==> config.mk <==
export PLATFORM = sky130hd
export DESIGN_NAME = trace_fill_monitor
export DESIGN_NICKNAME = d
export VERILOG_FILES = /design/src/rtl/trace_fill_monitor.sv
export SDC_FILE = /design/constraint.sdc
export NUM_CORES = 1
export LEC_CHECK = 0
export ABC_AREA = 1
export BUFFER_PORTS_ARGS = -buffer_cell sky130_fd_sc_hd__buf_2
export CAP_MARGIN = 20
export CORE_MARGIN = 4
export CORE_UTILIZATION = 50
export CTS_CLUSTER_DIAMETER = 120
export DETAILED_ROUTE_END_ITERATION = 10
export GPL_TIMING_DRIVEN = 0
export PLACE_DENSITY = 0.75
export SYNTH_ARGS = -nofsm -noshare
export SYNTH_HDL_FRONTEND = slang
export SYNTH_SLANG_ARGS = --single-unit
==> constraint.sdc <==
create_clock -name clk -period 2.77 [get_ports clk]
set_input_delay 0.277 -clock clk [delete_from_list [all_inputs] [get_ports clk]]
set_output_delay 0.277 -clock clk [all_outputs]
set_load 0.01 [all_outputs]
==> src/rtl/trace_fill_monitor.sv <==
module trace_fill_monitor #(
  parameter int ADDR_W = 16
) (
  input  logic              clk,
  input  logic              rst_n,
  input  logic              clear_i,
  input  logic              wr_i,
  input  logic [ADDR_W-1:0] base_i,
  input  logic [ADDR_W-1:0] size_i,
  input  logic [ADDR_W-1:0] mark_i,
  input  logic              overwrite_i,
  input  logic              queue_full_i,
  output logic [ADDR_W-1:0] addr_o,
  output logic [ADDR_W-1:0] fill_o,
  output logic              q_full_o,
  output logic              ext_full_o,
  output logic              mark_o,
  output logic              stall_o
);
  localparam logic [ADDR_W-1:0] ONE = {{(ADDR_W-1){1'b0}}, 1'b1};

  logic [ADDR_W-1:0] fill_q;
  logic full_q, wrap_q, mark_q, qf_q;

  wire              take     = wr_i & ~full_q;
  wire [ADDR_W-1:0] fill_inc = fill_q + ONE;
  wire              at_end   = (fill_inc == size_i);

  always_ff @(posedge clk or negedge rst_n) begin
    if (!rst_n) begin
      fill_q <= '0;
      full_q <= 1'b0;
      wrap_q <= 1'b0;
      mark_q <= 1'b0;
      qf_q   <= 1'b0;
    end else if (clear_i) begin
      fill_q <= '0;
      full_q <= 1'b0;
      wrap_q <= 1'b0;
      mark_q <= 1'b0;
      qf_q   <= 1'b0;
    end else begin
      qf_q   <= queue_full_i;
      wrap_q <= 1'b0;
      if (take) begin
        if (at_end && overwrite_i) begin
          fill_q <= '0;
          wrap_q <= 1'b1;
          mark_q <= 1'b0;
        end else begin
          fill_q <= fill_inc;
          if (at_end) full_q <= 1'b1;
          if (fill_inc >= mark_i) mark_q <= 1'b1;
        end
      end
    end
  end

  assign fill_o     = fill_q;
  assign addr_o     = base_i + fill_q;
  assign q_full_o   = qf_q;
  assign ext_full_o = full_q | wrap_q;
  assign mark_o     = mark_q;
  assign stall_o    = full_q;


  stall_hold_chk: assert property (@(posedge clk) disable iff (!rst_n)
    (stall_o && !clear_i) |=> (fill_o == $past(fill_o)));


  qfull_copy_chk: assert property (@(posedge clk) disable iff (!rst_n)
    !clear_i |=> (q_full_o == $past(queue_full_i)));


  clear_all_chk: assert property (@(posedge clk) disable iff (!rst_n)
    clear_i |=> (fill_o == '0 && !q_full_o && !ext_full_o && !mark_o && !stall_o));


  mark_sticky_chk: assert property (@(posedge clk) disable iff (!rst_n)
    $fell(mark_o) |-> (fill_o == '0));


  step_chk: assert property (@(posedge clk) disable iff (!rst_n)
    (wr_i && !stall_o && !clear_i && (fill_o + ONE != size_i)) |=> (fill_o == $past(fill_o) + ONE));


  stall_full_chk: assert property (@(posedge clk) disable iff (!rst_n)
    stall_o |-> ext_full_o);
endmodule

==> flow_summary.json <==
{
  "run_status": "finished, final reports clean",
  "core_sq_um": 5540,
  "dp_slack_ps": -244,
  "nets": 630,
  "vias_per_cell": 5.19,
  "grtUsageMet1_pct": 29.0,
  "crit_chain": "buf_4 -> ha_1 -> nand3_2 -> nor2_4 -> nand3_1 -> nand2_1 -> nand2_1 -> inv_1 -> ha_1 -> nand2_1 -> inv_1 -> nand3_1 -> inv_1 -> a21oi_1 -> nand3_1 -> a21oi_1 -> a21oi_2",
  "n_fill_cell": 549,
  "critPathLaunchType": "flip-flop",
  "final_cell_mix": "129 x nand2_1, 89 x buf_2, 64 x inv_1",
  "drive_above_1_share_pct": 27.9,
  "grt_pass1_vias": 3058,
  "gr-usage-met3_pct": 3.46,
  "whs_path_depth": 2,
  "period_share_pct": 96.5,
  "cp.depth": 17,
  "p_leak_uw": 0.00200,
  "hold_class": "primary input to flip-flop",
  "cts_root_buf": "clkbuf_8",
  "path_delay_family": "simple AND/OR/NAND/NOR gates",
  "critPathCaptureType": "flip-flop",
  "grt_overflow": 0,
  "h-tree-depth": 1,
  "drv_cap": 0,
  "multi_input_area_sq_um": 2100,
  "critical_path_buf_inv_count": 4,
  "required_ps": 2920,
  "rr_worst_depth": 17,
  "grt-busiest-layer": "met2",
  "syn_avg_cell_area_sq_um": 6.45,
  "areaGrowthSynthToFinish_pct": 23.7,
  "whs_ps": 190,
  "layout.area.seq_sq_um": 505,
  "ys_ff_latch": 20,
  "ir_drop_uv": 184,
  "syn_area_sq_um": 2870,
  "num_rows": 27,
  "min_period_ps": 2670,
  "vias": 3188,
  "slowest_delay_ps": 370,
  "portBuffers": 89,
  "setup.worst_path.start": "fill_o[0]",
  "dieArea_sq_um": 7010,
  "antenna_cells": 0,
  "cts_inserted_buffers": 3,
  "synth_seq_area_share_pct": 17.5,
  "num_io_pins": 90,
  "drt_iter0_drc": 214,
  "drt_pass1_iterations": 5,
  "worstMarginPinSlew_ps": 618,
  "cts_tree": "yes",
  "final_common_cell": "nand2_1",
  "r2r-start": "fill_o[0]",
  "clock_sinks": 20,
  "fp.dieH_um": 83.7,
  "die_w_um": 83.7,
  "met2_usage_pct": 43.5,
  "power_uw": 920,
  "grt_pass1_wl_mm": 14.0,
  "utilization_pct": 64.0,
  "drc_errors": 0,
  "rsz0062_at_grt": "yes",
  "clockBufferDepth": 2,
  "initial_core_util_pct": 51.7,
  "antenna_found_initial": 0,
  "finalSetupViolCount": 0,
  "clk_pin_slew_ps": 90,
  "routed_wl_mm": 8.35,
  "gp_congestion": 0.859,
  "criticalPathCategory": "flip-flop to flip-flop",
  "synthesis.instances": 444,
  "track_usage_pct": 24.1,
  "wire_per_inst_um": 13.6,
  "ant_nets": 0,
  "tns_ps": 0,
  "clock_latency_ps": 270,
  "hp-start": "clear_i",
  "final-hold-violation-count": 0,
  "relSlewSlack_pct": 58.8,
  "arrival_ps": 2820,
  "grt_max_degree": 21,
  "hpwl_mm": 6.81,
  "cp_slowest_cell": "dfrtp_2",
  "p_per_area_nw_per_um2": 259,
  "synth_cell_type_count": 32,
  "drv_slew": 0,
  "yosys_warnings": 0,
  "syn-num-nets": 531,
  "critPathMaxFanout": 6,
  "clock_skew_ps": 2.75,
  "max_freq_ghz": 0.374,
  "setup_slack_ps": 97.6
}
## layer usage
metal  routed length [um]  vias to the layer above
li1                     -                     1643
met1                 3490                     1424
met2                 4050                      107
met3                  609                       14
met4                  203                        0
met5                    0                        -
## flip-flops by register name, summed over array words and instances, names as in the netlist
name,flops
fill_o,16
q_full_o,1
mark_o,1
wrap_q,1
stall_o,1
## report_power, final
group	internal, uW	leakage (uW)	switching [uW]
logic	126	0.00170	174
registers	299	0.000270	10.1
clock network	193	0.0000357	117
total	618	0.00200	302
## metrics by stage
| step | std cells | cell area [sq um] |
|---|---|---|
| 6_report | 614 | 3540 |
| 4_1_cts | 612 | 3510 |
| 2_1_floorplan | 444 | 2870 |
| 3_3_place_gp | 605 | 3400 |
| 5_1_grt | 614 | 3540 |
| 3_5_place_dp | 605 | 3400 |
## final timing paths
check,slack [ps],to
setup reg to reg,100,mark_o
hold reg to reg,530,mark_o
setup / recovery,100,mark_o
min in group asynchronous,500,fill_o[14]
max in group asynchronous,1910,fill_o[0]
hold / removal,190,stall_o
## repair_timing
action                     4_1_cts  5_1_grt
hold endpoints to repair        20        0
setup endpoints to repair        6        3
resized for setup               10        8
cloned                           0        0
buffers inserted                 2        2
pin swaps                        0        1
hold buffers                     1        0
## kinds of logic after synthesis
family | share of synthesized area, %
simple gates | 38.8
buf+inv | 10.1
compound gates | 13.1
fa+ha+maj | 14.7
flops | 17.5
xor+xnor | 5.81
## cell type report
| class | instances | area share, % |
|---|---|---|
| Inverter | 70 | 7.41 |
| Buffer | 3 | 0.777 |
| Sequential cell | 20 | 14.3 |
| Clock inverter | 1 | 0.847 |
| Multi-Input combinational cell | 351 | 59.3 |
| Tap cell | 72 | 2.54 |
| Clock buffer | 3 | 1.16 |
| Timing Repair Buffer | 94 | 13.7 |
## synthesized netlist by cell type
cell        n  share of area (%)
nor3_1      3               0.52
clkbuf_1    2               0.26
nand2_4     1               0.39
a21oi_2     1               0.31
a21boi_0    4                1.0
buf_12      1               0.70
nor2_1     24                3.1
xor2_1     12                3.7
o21ai_0    16                2.8
o211ai_1    1               0.26
inv_2       5               0.66
dfrtp_1    20                 17
nor2_4      5                2.0
ha_1       32                 14
nand2_2    10                2.2
o21bai_2    1               0.39
nand3b_1    4                1.0
nand3_2     4                1.4
nand4_1    13                2.8
o31ai_1     2               0.52
nand4_4     1               0.74
inv_1      64                8.4
a21oi_1    29                5.1
nand3_1    36                6.3
clkinv_1    1               0.13
fa_1        1               0.70
nor2_2      4               0.87
or2_2       1               0.22
o21ai_2     9                2.8
nor3b_1     1               0.26
nand2_1   129                 17
xnor2_1     7                2.1
(Power assumes the default switching activity.)
